==> config.mk <==
export PLATFORM = sky130hd
export DESIGN_NAME = nvm_shadow_commit
export DESIGN_NICKNAME = d
export VERILOG_FILES = /design/src/rtl/nvm_shadow_pkg.sv /design/src/rtl/nvm_shadow_store.sv /design/src/rtl/nvm_bank_pick.sv /design/src/rtl/nvm_shadow_commit.sv
export SDC_FILE = /design/constraint.sdc
export NUM_CORES = 1
export LEC_CHECK = 0
export BUFFER_PORTS_ARGS = -buffer_cell sky130_fd_sc_hd__buf_2
export CORE_MARGIN = 2
export CORE_UTILIZATION = 49
export CTS_CLUSTER_SIZE = 20
export DETAILED_ROUTE_END_ITERATION = 10
export PLACE_DENSITY = 0.65
export SLEW_MARGIN = 20
export SYNTH_ARGS = -nofsm -noshare
export SYNTH_HDL_FRONTEND = slang
export SYNTH_SLANG_ARGS = --single-unit
==> constraint.sdc <==
create_clock -name clk -period 10.68 [get_ports clk]
set_input_delay 1.068 -clock clk [delete_from_list [all_inputs] [get_ports clk]]
set_output_delay 1.068 -clock clk [all_outputs]
set_load 0.01 [all_outputs]
==> src/rtl/nvm_shadow_pkg.sv <==
package nvm_shadow_pkg;

   localparam int NV_WORD_W = 16;
   localparam int NV_BYTE_W = 8;

   // memory operation codes seen on the port
   localparam logic [1:0] NV_OP_READ  = 2'd0;
   localparam logic [1:0] NV_OP_PROG  = 2'd1;
   localparam logic [1:0] NV_OP_ERASE = 2'd2;

   // signature field codes, bits 15:14 of the signature word
   localparam logic [1:0] SIG_CODE_VALID = 2'b10;
   localparam logic [1:0] SIG_CODE_BUSY  = 2'b11;

   typedef enum logic [3:0] {
      S_IDLE,
      S_HRD,
      S_HWR,
      S_DET0,
      S_DET1,
      S_ERASE,
      S_PICK,
      S_CPRD,
      S_CPLO,
      S_CPHI,
      S_VRD,
      S_VHI,
      S_INV
   } seq_state_e;

endpackage

==> src/rtl/nvm_shadow_store.sv <==
module nvm_shadow_store
   import nvm_shadow_pkg::*;
#(
   parameter int WORDS = 32,
   localparam int IDX_W = $clog2(WORDS)
) (
   input  logic                 clk,
   input  logic                 rst_n,
   input  logic                 we,
   input  logic [IDX_W-1:0]     waddr,
   input  logic [NV_WORD_W-1:0] wdata,
   input  logic                 clr,
   input  logic [IDX_W-1:0]     raddr,
   output logic                 rmod,
   output logic [NV_WORD_W-1:0] rval
);

   logic                 mod_q [WORDS];
   logic [NV_WORD_W-1:0] val_q [WORDS];

   always_ff @(posedge clk or negedge rst_n) begin
      if (!rst_n) begin
         for (int e = 0; e < WORDS; e++) begin
            mod_q[e] <= 1'b0;
            val_q[e] <= '1;
         end
      end else if (clr) begin
         for (int e = 0; e < WORDS; e++) begin
            mod_q[e] <= 1'b0;
            val_q[e] <= '1;
         end
      end else if (we) begin
         mod_q[waddr] <= 1'b1;
         val_q[waddr] <= wdata;
      end
   end

   assign rmod = mod_q[raddr];
   assign rval = val_q[raddr];

   generate
      for (genvar g = 0; g < WORDS; g++) begin : g_chk
         // a written entry holds the beat and its changed flag afterwards
         a_r3_entry_written: assert property (@(posedge clk) disable iff (!rst_n)
            (we && !clr && waddr == IDX_W'(g)) |=> (mod_q[g] && val_q[g] == $past(wdata)));
         // a clear leaves the entry unchanged at all ones
         a_r10_entry_cleared: assert property (@(posedge clk) disable iff (!rst_n)
            clr |=> (!mod_q[g] && val_q[g] == '1));
      end
   endgenerate

endmodule

==> src/rtl/nvm_bank_pick.sv <==
module nvm_bank_pick
   import nvm_shadow_pkg::*;
#(
   parameter logic [1:0] GOOD_CODE = SIG_CODE_VALID
) (
   input  logic [1:0] fld0,
   input  logic [1:0] fld1,
   output logic       found,
   output logic       pick
);

   logic ok0, ok1;

   assign ok0   = (fld0 == GOOD_CODE);
   assign ok1   = (fld1 == GOOD_CODE);
   assign found = ok0 || ok1;
   // bank 0 wins when both look valid
   assign pick  = !ok0;

endmodule

==> src/rtl/nvm_shadow_commit.sv <==
module nvm_shadow_commit
   import nvm_shadow_pkg::*;
#(
   parameter int WORDS      = 32,
   parameter int BANK_WORDS = 64,
   parameter int SIG_WORD   = 19,
   localparam int IDX_W     = $clog2(WORDS),
   localparam int WADDR_W   = $clog2(2 * BANK_WORDS),
   localparam int FA_W      = WADDR_W + 1
) (
   input  logic             clk,
   input  logic             rst_n,
   input  logic             hr_req,
   input  logic [IDX_W-1:0] hr_idx,
   output logic             hr_valid,
   output logic [15:0]      hr_data,
   input  logic             hw_req,
   input  logic [IDX_W:0]   hw_off,
   input  logic [IDX_W:0]   hw_len,
   input  logic             hw_beat,
   input  logic [15:0]      hw_data,
   output logic             hw_acc,
   output logic             hw_rej,
   input  logic             commit_req,
   output logic             busy,
   output logic             commit_ok,
   output logic             commit_fail,
   output logic             nv_req,
   output logic [1:0]       nv_op,
   output logic [FA_W-1:0]  nv_addr,
   output logic [7:0]       nv_wbyte,
   input  logic             nv_ack,
   input  logic             nv_fail,
   input  logic [15:0]      nv_rword
);

   localparam logic [IDX_W-1:0]     SIG_IDX  = IDX_W'(SIG_WORD);
   localparam logic [IDX_W-1:0]     LAST_IDX = IDX_W'(WORDS - 1);
   localparam logic [NV_WORD_W-1:0] SIG_HOLD = {SIG_CODE_BUSY, {(NV_WORD_W-2){1'b0}}};

   initial begin
      assert (WORDS > 1) else $error("WORDS must exceed one");
      assert (WORDS <= BANK_WORDS) else $error("shadow larger than a bank");
      assert (SIG_WORD < WORDS) else $error("signature word outside shadow");
   end

   seq_state_e             st;
   logic                   act_bank, old_bank;
   logic [IDX_W-1:0]       cidx, ridx, wbase;
   logic [IDX_W:0]         wcnt, wlen;
   logic [NV_WORD_W-1:0]   cword;
   logic [1:0]             sig0_fld;

   logic                   s_we, s_clr, s_mod;
   logic [IDX_W-1:0]       s_waddr, s_raddr;
   logic [NV_WORD_W-1:0]   s_val;
   logic                   sel_found, sel_bank;
   logic [IDX_W+1:0]       wr_end;
   logic                   wr_bad;
   logic                   new_bank;
   logic [NV_WORD_W-1:0]   sig_or;

   function automatic logic [FA_W-1:0] byte_at(input logic bank,
                                                input logic [IDX_W-1:0] w,
                                                input logic hi);
      logic [WADDR_W-1:0] wa;
      wa = WADDR_W'(w) + (bank ? WADDR_W'(BANK_WORDS) : '0);
      return {wa, hi};
   endfunction

   assign new_bank = ~old_bank;
   assign wr_end   = {1'b0, hw_off} + {1'b0, hw_len};
   assign wr_bad   = (hw_off >= (IDX_W+1)'(WORDS)) || (hw_len == '0) ||
                     (wr_end > (IDX_W+2)'(WORDS));
   assign sig_or   = (cidx == SIG_IDX) ? SIG_HOLD : '0;

   assign s_we    = (st == S_HWR) && hw_beat;
   assign s_waddr = wbase + wcnt[IDX_W-1:0];
   assign s_raddr = (st == S_IDLE) ? hr_idx : cidx;
   assign s_clr   = (st == S_INV) && nv_ack && !nv_fail;

   nvm_shadow_store #(.WORDS(WORDS)) u_store (
      .clk   (clk),
      .rst_n (rst_n),
      .we    (s_we),
      .waddr (s_waddr),
      .wdata (hw_data),
      .clr   (s_clr),
      .raddr (s_raddr),
      .rmod  (s_mod),
      .rval  (s_val)
   );

   nvm_bank_pick #(.GOOD_CODE(SIG_CODE_VALID)) u_pick (
      .fld0  (sig0_fld),
      .fld1  (nv_rword[15:14]),
      .found (sel_found),
      .pick  (sel_bank)
   );

   always_ff @(posedge clk or negedge rst_n) begin
      if (!rst_n) begin
         st          <= S_IDLE;
         act_bank    <= 1'b0;
         old_bank    <= 1'b0;
         cidx        <= '0;
         ridx        <= '0;
         wbase       <= '0;
         wcnt        <= '0;
         wlen        <= '0;
         cword       <= '0;
         sig0_fld    <= '0;
         hr_valid    <= 1'b0;
         hr_data     <= '0;
         hw_acc      <= 1'b0;
         hw_rej      <= 1'b0;
         commit_ok   <= 1'b0;
         commit_fail <= 1'b0;
      end else begin
         hr_valid    <= 1'b0;
         hw_acc      <= 1'b0;
         hw_rej      <= 1'b0;
         commit_ok   <= 1'b0;
         commit_fail <= 1'b0;
         unique case (st)
            S_IDLE: begin
               if (hr_req) begin
                  if (s_mod) begin
                     hr_data  <= s_val;
                     hr_valid <= 1'b1;
                  end else begin
                     ridx <= hr_idx;
                     st   <= S_HRD;
                  end
               end else if (hw_req) begin
                  if (wr_bad) begin
                     hw_rej <= 1'b1;
                  end else begin
                     hw_acc <= 1'b1;
                     wbase  <= hw_off[IDX_W-1:0];
                     wcnt   <= '0;
                     wlen   <= hw_len;
                     st     <= S_HWR;
                  end
               end else if (commit_req) begin
                  st <= S_DET0;
               end
            end
            S_HRD: if (nv_ack) begin
               hr_data  <= nv_rword;
               hr_valid <= 1'b1;
               st       <= S_IDLE;
            end
            S_HWR: if (hw_beat) begin
               wcnt <= wcnt + 1'b1;
               if ((wcnt + 1'b1) == wlen) st <= S_IDLE;
            end
            S_DET0: if (nv_ack) begin
               sig0_fld <= nv_rword[15:14];
               st       <= S_DET1;
            end
            S_DET1: if (nv_ack) begin
               if (sel_found) begin
                  old_bank <= sel_bank;
                  act_bank <= sel_bank;
                  st       <= S_ERASE;
               end else begin
                  commit_fail <= 1'b1;
                  st          <= S_IDLE;
               end
            end
            S_ERASE: if (nv_ack) begin
               if (nv_fail) begin
                  commit_fail <= 1'b1;
                  st          <= S_IDLE;
               end else begin
                  cidx <= '0;
                  st   <= S_PICK;
               end
            end
            S_PICK: begin
               if (s_mod) begin
                  cword <= s_val | sig_or;
                  st    <= S_CPLO;
               end else begin
                  st <= S_CPRD;
               end
            end
            S_CPRD: if (nv_ack) begin
               cword <= nv_rword | sig_or;
               st    <= S_CPLO;
            end
            S_CPLO: if (nv_ack) begin
               if (nv_fail) begin
                  commit_fail <= 1'b1;
                  st          <= S_IDLE;
               end else begin
                  st <= S_CPHI;
               end
            end
            S_CPHI: if (nv_ack) begin
               if (nv_fail) begin
                  commit_fail <= 1'b1;
                  st          <= S_IDLE;
               end else if (cidx == LAST_IDX) begin
                  st <= S_VRD;
               end else begin
                  cidx <= cidx + 1'b1;
                  st   <= S_PICK;
               end
            end
            S_VRD: if (nv_ack) begin
               cword <= nv_rword;
               st    <= S_VHI;
            end
            S_VHI: if (nv_ack) begin
               if (nv_fail) begin
                  commit_fail <= 1'b1;
                  st          <= S_IDLE;
               end else begin
                  st <= S_INV;
               end
            end
            S_INV: if (nv_ack) begin
               if (nv_fail) begin
                  commit_fail <= 1'b1;
               end else begin
                  act_bank  <= new_bank;
                  commit_ok <= 1'b1;
               end
               st <= S_IDLE;
            end
            default: st <= S_IDLE;
         endcase
      end
   end

   assign busy   = (st != S_IDLE);
   assign nv_req = !(st inside {S_IDLE, S_HWR, S_PICK});

   always_comb begin
      nv_op    = NV_OP_PROG;
      nv_addr  = '0;
      nv_wbyte = '0;
      unique case (st)
         S_HRD:   begin nv_op = NV_OP_READ;  nv_addr = byte_at(act_bank, ridx, 1'b0);    end
         S_DET0:  begin nv_op = NV_OP_READ;  nv_addr = byte_at(1'b0, SIG_IDX, 1'b0);     end
         S_DET1:  begin nv_op = NV_OP_READ;  nv_addr = byte_at(1'b1, SIG_IDX, 1'b0);     end
         S_ERASE: begin nv_op = NV_OP_ERASE; nv_addr = byte_at(new_bank, '0, 1'b0);      end
         S_CPRD:  begin nv_op = NV_OP_READ;  nv_addr = byte_at(old_bank, cidx, 1'b0);    end
         S_CPLO:  begin nv_addr = byte_at(new_bank, cidx, 1'b0); nv_wbyte = cword[7:0];  end
         S_CPHI:  begin nv_addr = byte_at(new_bank, cidx, 1'b1); nv_wbyte = cword[15:8]; end
         S_VRD:   begin nv_op = NV_OP_READ;  nv_addr = byte_at(new_bank, SIG_IDX, 1'b0); end
         S_VHI:   begin nv_addr = byte_at(new_bank, SIG_IDX, 1'b1);
                        nv_wbyte = cword[15:8] & 8'hBF; end
         S_INV:   begin nv_addr = byte_at(old_bank, SIG_IDX, 1'b1); nv_wbyte = 8'h00;    end
         default: ;
      endcase
   end

   // a shadow hit answers in the next cycle without a memory request
   a_r1_hit_next: assert property (@(posedge clk) disable iff (!rst_n)
      (st == S_IDLE && hr_req && s_mod) |=> (hr_valid && !nv_req));

   // streaming write beats never reach the memory port
   a_r3_no_nv_in_write: assert property (@(posedge clk) disable iff (!rst_n)
      (st == S_HWR) |-> !nv_req);

   // one outcome per commit
   a_r5_single_outcome: assert property (@(posedge clk) disable iff (!rst_n)
      !(commit_ok && commit_fail));

   // signature high byte carries 11b in its top bits during the copy
   a_r8_sig_forced: assert property (@(posedge clk) disable iff (!rst_n)
      (st == S_CPHI && cidx == SIG_IDX) |-> (nv_wbyte[7:6] == SIG_CODE_BUSY));

   // a pending memory request keeps its operation and address
   a_r12_nv_hold: assert property (@(posedge clk) disable iff (!rst_n)
      (nv_req && !nv_ack) |=> (nv_req && $stable(nv_addr) && $stable(nv_op)));

   // outcome pulses coincide with a return to idle
   a_r12_idle_on_outcome: assert property (@(posedge clk) disable iff (!rst_n)
      (commit_ok || commit_fail) |-> !busy);

endmodule

# Word level (Yosys, flattened, before mapping)

Index checks and enable logic that the tools add are counted.

Flip-flop bits (word level): 616
Output and inout port bits: 41
Word-level logic and storage cells: 270

$add $sub $neg: 9
Order comparisons: 5
Eq/ne operators: 44
Multiplexer cells: 90
Bitwise gates (word level): 9
Reduce and logical (&&, ||, !) cells: 33

Operators with widths:

| operator                                                        | number |
|---|---|
| 512-bit two-way mux                                             | 2 |
| 512-bit bitwise mux                                             | 1 |
| 16-bit two-way mux                                              | 9 |
| 4-bit two-way mux                                               | 21 |
| 16-bit binary-select mux with 5-bit select                      | 1 |
| 16-bit demux with 5-bit select                                  | 1 |
| 8-bit case mux with 10 select lines                             | 1 |
| 32-bit two-way mux                                              | 2 |
| 16-bit case mux with 3 select lines                             | 1 |
| 4-bit case mux with 12 select lines                             | 1 |
| 2-bit != test, second input constant                            | 23 |
| 16-bit bitwise OR                                               | 2 |
| 32-bit bitwise OR                                               | 1 |
| 16-bit case mux with 2 select lines                             | 1 |
| 5-bit two-way mux                                               | 6 |
| 1-bit two-way mux                                               | 25 |
| 6-bit two-way mux                                               | 4 |
| 8-bit case mux with 3 select lines                              | 1 |
| 5-bit by 7-bit adder with 7-bit output                          | 3 |
| 7-bit two-way mux                                               | 3 |
| 4-bit == test, second input constant                            | 5 |
| 6-bit >= comparator, second input constant                      | 3 |
| 4-bit by 3-bit == test with 1-bit output, second input constant | 4 |
| 5-bit by 7-bit adder with 7-bit output, first input constant    | 2 |
| other kinds (39)                                                | 67 |

# Logic depth before layout (Yosys ltp)

Gate-level depths: netlist of the first run.

Depth after elaboration: 9
Gate-level depth with buffers: 16

# Modules after synthesis

Synthesis of the first run repeated with hierarchy kept, for this count alone.

Cell total of the unflattened synthesis: 3069
Area, all modules: 32956.6 um^2

Modules (own cells, without submodules):

| module            | instances | cells an instance | area each (um^2) |
|---|---|---|---|
| nvm_shadow_store  | 1         | 2556              | 28243.3 |
| nvm_shadow_commit | 1         | 510               | 4687.0 |
| nvm_bank_pick     | 1         | 3                 | 26.3 |

# Worst setup path after synthesis of the first run

OpenSTA, ideal clock, no wires.

Kind: input-to-reg
From: input hr_idx[0]
To: register hr_data[10]
Setup time: 0.125 ns
Arrival: 3.659 ns
Data required time: 10.555 ns
Path slack: 6.896 ns
Stages: 9
Cells stage by stage: clkbuf_1 mux4_2 a32oi_1 a211oi_1 a211oi_1 nand2_1 a32oi_4 buf_6 mux2_2

Word-level cells in the longest chain between the ends: 8

Ends and longest elaborated chain:

| item                                                   | RTL line                                       | source |
|---|---|---|
| start, declared                                        | nvm_shadow_commit.sv:14                        | `input logic [IDX_W-1:0] hr_idx,` |
| 5-bit two-way mux *                                    | nvm_shadow_commit.sv:79                        | `assign s_raddr = (st == S_IDLE) ? hr_idx : cidx;` |
| 5-bit NOT with 6-bit output (implied by the code) *    | nvm_shadow_store.sv:38, nvm_shadow_store.sv:39 |  |
| 16-bit binary-select mux with 5-bit select             | nvm_shadow_store.sv:39                         | `assign rval = val_q[raddr];` |
| 16-bit two-way mux (implied by the code) (2 in series) | nvm_shadow_store.sv:39                         |  |
| 16-bit two-way mux                                     | nvm_shadow_commit.sv:128                       | `if (s_mod) begin` |
| 16-bit two-way mux                                     | nvm_shadow_commit.sv:127                       | `if (hr_req) begin` |
| 16-bit case mux with 2 select lines                    | nvm_shadow_commit.sv:125                       | `unique case (st)` |
| end signal, assigned                                   | nvm_shadow_commit.sv:129                       | `hr_data <= s_val;` |
| end signal, assigned                                   | nvm_shadow_commit.sv:150                       | `hr_data <= nv_rword;` |
| end, declared                                          | nvm_shadow_commit.sv:16                        | `output logic [15:0] hr_data,` |

Every way passes the cells marked *; elsewhere a longest branch is shown, timed or not. The select of a mux whose other input is x is not followed.
A chain may end at the register's enable or synchronous reset.

# Worst setup path after layout of the first run

From: register st[2]
To: register hr_data[10]

Word-level cells in the longest chain between the ends: 9

Ends and longest elaborated chain:

| item                                                   | RTL line                                          | source |
|---|---|---|
| start, declared                                        | nvm_shadow_commit.sv:47                           | `seq_state_e st;` |
| start signal, assigned                                 | nvm_shadow_commit.sv:103                          | `st <= S_IDLE;` |
| start signal, assigned                                 | nvm_shadow_commit.sv:133                          | `st <= S_HRD;` |
| start signal, assigned                                 | nvm_shadow_commit.sv:143                          | `st <= S_HWR;` |
| 4-bit logical NOT                                      | nvm_shadow_commit.sv:79, nvm_shadow_commit.sv:125 |  |
| 5-bit two-way mux                                      | nvm_shadow_commit.sv:79                           |  |
| 5-bit NOT with 6-bit output (implied by the code)      | nvm_shadow_store.sv:38, nvm_shadow_store.sv:39    |  |
| 16-bit binary-select mux with 5-bit select             | nvm_shadow_store.sv:39                            |  |
| 16-bit two-way mux (implied by the code) (2 in series) | nvm_shadow_store.sv:39                            |  |
| 16-bit two-way mux                                     | nvm_shadow_commit.sv:128                          |  |
| 16-bit two-way mux                                     | nvm_shadow_commit.sv:127                          |  |
| 16-bit case mux with 2 select lines                    | nvm_shadow_commit.sv:125                          |  |

Parallel ways exist; a longest one is shown, timed or not. The select of a mux whose other input is x is not followed.

==> impl_metrics.env, run 1 <==
export IMPL_drc=0
export IMPL_fp_dieW_um=259.5
export IMPL_design_area_um2=35410
export IMPL_path_buf_inv=3
export IMPL_wl_per_cell_um=23.83
export IMPL_hold_class="reg2reg"
export IMPL_clock_latency_ps=630
export IMPL_final_nets=3601
export IMPL_max_stage_delay_ps=1010
export IMPL_first_pass_iters=8
export IMPL_ioPinCount=98
export IMPL_synth_cell_types=70
export IMPL_crit_required_ps=11250
export IMPL_grt_pass1_vias=25832
export IMPL_hold_viol_final=0
export IMPL_met1_usage_pct=42.96
export IMPL_ctsHoldBuffers=0
export IMPL_synthTopCellsByArea="dfstp_2 (42%), nand2_1 (14%), nand3_1 (8.4%), dfrtp_1 (8.1%), mux2i_1 (8.0%)"
export IMPL_yosysMostFrequentCell="nand2_1"
export IMPL_leakage_nw=15.46
export IMPL_yosysTopAreaCell="dfstp_2"
export IMPL_status="finished, final reports clean"
export IMPL_power_mw=9.789
export IMPL_netlist_area_leader_share_pct=42.07
export IMPL_ys_seq_elements=616
export IMPL_cts_buffers=70
export IMPL_ys_async_sr_fraction_pct=100.0
export IMPL_layout_drive_gt1_share_pct=25.80
export IMPL_fin_crit_sh_pct=59.11
export IMPL_synth_top_cells_by_count="nand2_1 (1,199), nand3_1 (538), dfstp_2 (512), mux2i_1 (254), clkbuf_1 (230)"
export IMPL_syn_inst=3585
export IMPL_slew_violations=0
export IMPL_dieHeight_um=259.5
export IMPL_maxCapViolCount=0
export IMPL_design_die_area_um2=67320
export IMPL_placed_cell_area_um2=32900
export IMPL_fin_cells=4434
export IMPL_ant_nets=0
export IMPL_worst_pin_slew_ps=1273
export IMPL_avgSynthCellArea_um2=8.919
export IMPL_post_cts_buffers=0
export IMPL_drt_iter0_markers=3317
export IMPL_dp_cells=4308
export IMPL_grt_first_pass_wirelength_mm=161.3
export IMPL_start_util_pct=49.60
export IMPL_path_clk_slew_ps=60
export IMPL_grt_overflow=0
export IMPL_num_vias=26968
export IMPL_dp_hpwl_mm=64.65
export IMPL_use_met2_pct=46.92
export IMPL_routed_via_density=6.082
export IMPL_clock_skew_ps=34.76
export IMPL_htreeDepth=3
export IMPL_ys_flop_type="dfstp_2"
export IMPL_critPathLaunchType="flip-flop"
export IMPL_antenna_found_initial=5
export IMPL_ys_seq_area_share_pct=50.21
export IMPL_ys_warn_count=0
export IMPL_max_freq_mhz=158.4
export IMPL_drt_total_wl_mm=105.7
export IMPL_critPathKind="reg2reg"
export IMPL_syn_to_final_growth_pct=10.75
export IMPL_crit_fanout=117
export IMPL_worstPathCellList="inv_1 > ha_1 > nor3b_4 > inv_2 > a21o_4 > buf_12 > mux2i_1 > mux2i_1 > o32ai_1 > nor4_1 > mux2_2 > mux2_2"
export IMPL_cts_tree="yes"
export IMPL_rows=93
export IMPL_powerDensity_nw_per_um2=276.4
export IMPL_cts_root_buffer="clkbuf_16"
export IMPL_ir_drop_mv=0.1647
export IMPL_fin_crit_ps=6313
export IMPL_slowest_stage="nor4_1"
export IMPL_place_congestion=0.9514
export IMPL_core_area_um2=64460
export IMPL_clockBufferDepth=3
export IMPL_busiest_layer="met2"
export IMPL_cts_sinks=616
export IMPL_final_setup_viol_count=0
export IMPL_track_usage_pct=31.28
export IMPL_max_slew_margin_rel_pct=15.05
export IMPL_grt_max_degree=175
export IMPL_worstPathArrival_ps=6880
export IMPL_post_cts_resized=0
export IMPL_rsz0062_at_grt="false"
export IMPL_endpoint_kind="flip-flop"
export IMPL_synth_nets=3661
export IMPL_netlist_area_um2=31980
export IMPL_grt_use_met3_pct=6.669
export IMPL_crit_family="simple AND/OR/NAND/NOR gates"
export IMPL_synth_enable_flop_cells=0
export IMPL_setup_tns_ps=0
export IMPL_numPortBuffers=96
## worst register-to-register path, delay by kind of cell (launching register included)
family,cells,cell delay (ps)
mux,4,1470
buf+inv,3,1200
compound gates,2,880
simple gates,2,1850
flops,1,410
fa+ha+maj,1,480
## where the power goes
part           switching [mW]  leakage, nW  internal, mW
Clock                    1.02         1.24          1.62
Combinational            2.09         7.57          1.32
Sequential              0.392         6.66          3.35
## metrics by stage
step / utilization [%] / hold WS, ps / setup slack, ps
after floorplan: - / 441.3 / 6896
after global placement: 51.03 / 464.0 / 4902
after detailed placement: 51.03 / 465.7 / 4818
after CTS: 54.93 / 478.2 / 4798
after global routing: 54.93 / 496.0 / 4324
final: 54.93 / 476.8 / 4367
## logic make-up (layout without fill, tap and decap cells)
group                    count (synthesis)  count (layout)  synth area share, %
adder cells (fa/ha/maj)                 19              19               0.7904
multiplexers                           380             380                12.56
AO/OA/AOI/OAI                          278             278                6.245
XOR/XNOR                                18              18               0.4930
AND/OR/NAND/NOR                       1959            1959                25.73
other                                    1               2              0.01173
buffers and inverters                  314             307                3.960
flip-flops                             616             616                50.21
## routing by layer
metal | routed length (um) | vias to the layer above | share of wire, %
li1 | - | 12022 | -
met1 | 44000 | 13416 | 42
met2 | 47270 | 1228 | 45
met3 | 8714 | 298 | 8.2
met4 | 5660 | 4 | 5.4
met5 | 17 | - | 0.016
## cell type report
cell class	instances	area [um2]
diodes	1	2.502
clock buffers	98	2071
clock inverters	27	441.7
fillers	5768	29050
inverters	42	157.7
multi-input cells	2655	14770
flip-flops and latches	616	16060
well taps	855	1070
repair buffers	140	845.8
## sequential cells by signal, summed over array words and instances, names as in the netlist
| register | flops |
|---|---|
| wbase | 5 |
| st | 4 |
| wlen | 6 |
| hw_acc | 1 |
| hr_data | 16 |
| hw_rej | 1 |
| u_store.val_q | 512 |
| hr_valid | 1 |
| act_bank | 1 |
| commit_ok | 1 |
| sig0_fld | 2 |
| u_store.mod_q | 32 |
| ridx | 5 |
| old_bank | 1 |
| commit_fail | 1 |
| wcnt | 6 |
| cword | 16 |
| cidx | 5 |
## final timing paths
path	from	cells past startpoint	endpoint	slack (ps)
max in group asynchronous	rst_n	3	u_store.mod_q[7]	7880
hold / removal	sig0_fld[0]	2	sig0_fld[0]	480
hold reg to reg	sig0_fld[0]	2	sig0_fld[0]	480
min in group asynchronous	rst_n	1	u_store.val_q[104]	940
setup / recovery	st[2]	12	hr_data[10]	4370
setup reg to reg	st[2]	12	hr_data[10]	4370
## cells in the final DEF, fill, tap and decap left out, types with 15 or more instances in the layout
cell	synthesis	layout
a31oi_1	23	23
a21oi_1	24	23
o22ai_1	16	16
nand2_1	1199	1199
clkbuf_16	0	73
o21ai_0	43	43
nor2_2	0	22
clkbuf_8	0	15
dfrtp_1	104	104
inv_1	41	41
buf_4	9	42
o211ai_1	23	23
buf_2	25	95
nand3_1	538	537
a22o_1	22	22
a32oi_1	19	19
mux2_2	111	111
nor4_1	16	16
nor2_1	151	129
dfstp_2	512	512
mux2i_1	254	253
a211oi_1	47	47
ha_1	17	17
Power figures use the tool's default switching activity.
==> run 2: changes to the inputs <==
Settings changed: PLACE_DENSITY 0.65 to 0.68.
Clock period 10.68 ns to 5.2 ns, I/O delays scaled along.
==> run 2 against run 1 <==
Clock-buffer cell count up 4; wire length down 3.9%; non-clock buffer count up 9; sequential power up 110%; cell area down 0.28%; core utilization down 0.16 points; hold slack worse by 450 ps; critical path type unchanged; register-to-register slack worse by 3700 ps; setup slack worse by 3700 ps; final cell count up 0.16%; sequential cell count unchanged.
==> impl_metrics.env, run 2 (synthesized netlist as in run 1, its figures left out) <==
export IMPL_status="finished, final reports clean"
export IMPL_post_cts_buffers=0
export IMPL_largest_register_ffs=512
export IMPL_cts_sinks=616
export IMPL_layout_drive_gt1_share_pct=25.60
export IMPL_start_util_pct=49.60
export IMPL_max_slew_margin_rel_pct=17.81
export IMPL_track_usage_pct=29.89
export IMPL_dp_hpwl_mm=63.36
export IMPL_drt_total_wl_mm=101.5
export IMPL_top_register="u_store.val_q"
export IMPL_clock_latency_ps=620
export IMPL_place_congestion=0.9277
export IMPL_setup_tns_ps=0
export IMPL_grt_overflow=0
export IMPL_fp_dieW_um=259.5
export IMPL_htreeDepth=3
export IMPL_routed_via_density=6.041
export IMPL_clock_skew_ps=23.59
export IMPL_p_clk_share_pct=25.0
export IMPL_clockBufferDepth=3
export IMPL_final_cell_mix="nand2_1 (1,199), nand3_1 (537), dfstp_2 (512)"
export IMPL_max_stage_delay_ps=810
export IMPL_crit_top_cell="mux2_2"
export IMPL_drc=0
export IMPL_top_regs="u_store.val_q: 512 flops, u_store.mod_q: 32 flops"
export IMPL_num_vias=26829
export IMPL_comb_power_share_pct=35.6
export IMPL_critPathKind="reg2reg"
export IMPL_hold_class="in2async"
export IMPL_first_pass_iters=6
export IMPL_path_clk_slew_ps=60
export IMPL_crit_required_ps=5760
export IMPL_fin_crit_ps=4523
export IMPL_ant_nets=0
export IMPL_hold_viol_final=0
export IMPL_core_area_um2=64460
export IMPL_grt_max_degree=214
export IMPL_setup_worst_path_start="st[2]"
export IMPL_numPortBuffers=96
export IMPL_antenna_found_initial=1
export IMPL_powerDensity_nw_per_um2=553.2
export IMPL_ir_drop_mv=0.2938
export IMPL_worstPathArrival_ps=5090
export IMPL_maxCapViolCount=0
export IMPL_slowest_stage="nor4_1"
export IMPL_grt_pass1_vias=25915
export IMPL_post_cts_resized=0
export IMPL_p_sw_share_pct=36.18
export IMPL_dieHeight_um=259.5
export IMPL_layout_commonest_cell="nand2_1"
export IMPL_seq_power_share_pct=39.3
export IMPL_endpoint_kind="flip-flop"
export IMPL_drt_iter0_markers=3180
export IMPL_p_int_mw=12.47
export IMPL_design_die_area_um2=67320
export IMPL_worstPathCellList="inv_1 > ha_1 > nor3b_4 > buf_4 > mux2_4 > buf_4 > mux2_2 > a22o_1 > nor4_1 > mux2_2 > mux2_2"
export IMPL_cts_buffers=69
export IMPL_worst_pin_slew_ps=1228
export IMPL_ioPinCount=98
export IMPL_grt_first_pass_wirelength_mm=156.2
export IMPL_rsz0062_at_grt="false"
export IMPL_cts_root_buffer="clkbuf_16"
export IMPL_antenna_cells=0
export IMPL_fin_crit_sh_pct=86.99
export IMPL_ctsHoldBuffers=0
export IMPL_final_setup_viol_count=0
export IMPL_crit_fanout=30
export IMPL_critPathLaunchType="flip-flop"
export IMPL_wl_per_cell_um=22.86
export IMPL_cts_tree="yes"
export IMPL_rows=93
export IMPL_leakage_nw=15.41
export IMPL_final_nets=3609
export IMPL_p_sw_mw=7.068
export IMPL_design_area_um2=35310
export IMPL_placed_cell_area_um2=33070
export IMPL_slew_violations=0
export IMPL_max_freq_mhz=221.1
export IMPL_syn_to_final_growth_pct=10.43
export IMPL_r2r_start="st[2]"
[run 2: cell types whose count changed in the layout (fill, tap and decap cells not counted), sizes merged]
cell	delta
buf	+9
clkbuf	+4
bufinv	-8
clkinvlp	-1
diode	-1
inv	+2
clkinv	+2
[run 2: worst paths after layout]
kind	endpoint	slack, ps	cells after the start
max	cword[0]	680	11
min	u_store.mod_q[6]	30	1
max reg2reg	cword[0]	680	11
min reg2reg	u_store.val_q[98]	480	2
max in group asynchronous	hr_data[5]	4000	2
min in group clk	wlen[5]	170	2
[run 2: metrics by stage]
stage / util (%) / hold WS [ps] / total power, mW / cells / setup WS, ps
floorplan: - / 224.4 / 12.26 / 3585 / 1841
global route: 54.78 / 73.93 / 20.44 / 4441 / 564.0
finish: 54.78 / 30.86 / 19.53 / 4441 / 676.6
global placement: 51.29 / 459.6 / 14.39 / 4317 / 837.1
detailed placement: 51.30 / 475.2 / 14.54 / 4317 / 796.4
CTS: 54.77 / 8.751 / 19.46 / 4441 / 785.2
[run 2: per-layer routing]
layer	global-route usage (%)	wire length, um
met4	12.93	4534
met3	6.493	8737
met5	0	11
met2	46.60	46760
met1	40.22	41470
[run 2: power groups by stage]
| stage | logic (mW) | clock network [mW] | registers (mW) |
|---|---|---|---|
| finish | 6.96 | 4.89 | 7.69 |
| global route | 7.48 | 5.13 | 7.83 |
| CTS | 6.87 | 4.94 | 7.66 |
| detailed placement | 6.83 | 0 | 7.70 |
| global placement | 6.69 | 0 | 7.70 |
| floorplan | 4.79 | 0 | 7.47 |
[run 2: worst max-delay path, delay by kind of cell (launching register included)]
| kind | cells | cell delay [ps] |
|---|---|---|
| mux | 4 | 1340 |
| buf+inv | 3 | 940 |
| compound gates | 1 | 330 |
| fa+ha+maj | 1 | 160 |
| flops | 1 | 410 |
| simple gates | 2 | 1220 |
[run 2: layout make-up]
class                      instances  area, um2
fill                            5735      29150
multi-input combinational       2655      14770
inverter                          42      157.7
clock inverter                    22      257.7
clock buffer                     102       1982
sequential                       616      16060
tap                              855       1070
timing repair buffer             149       1013
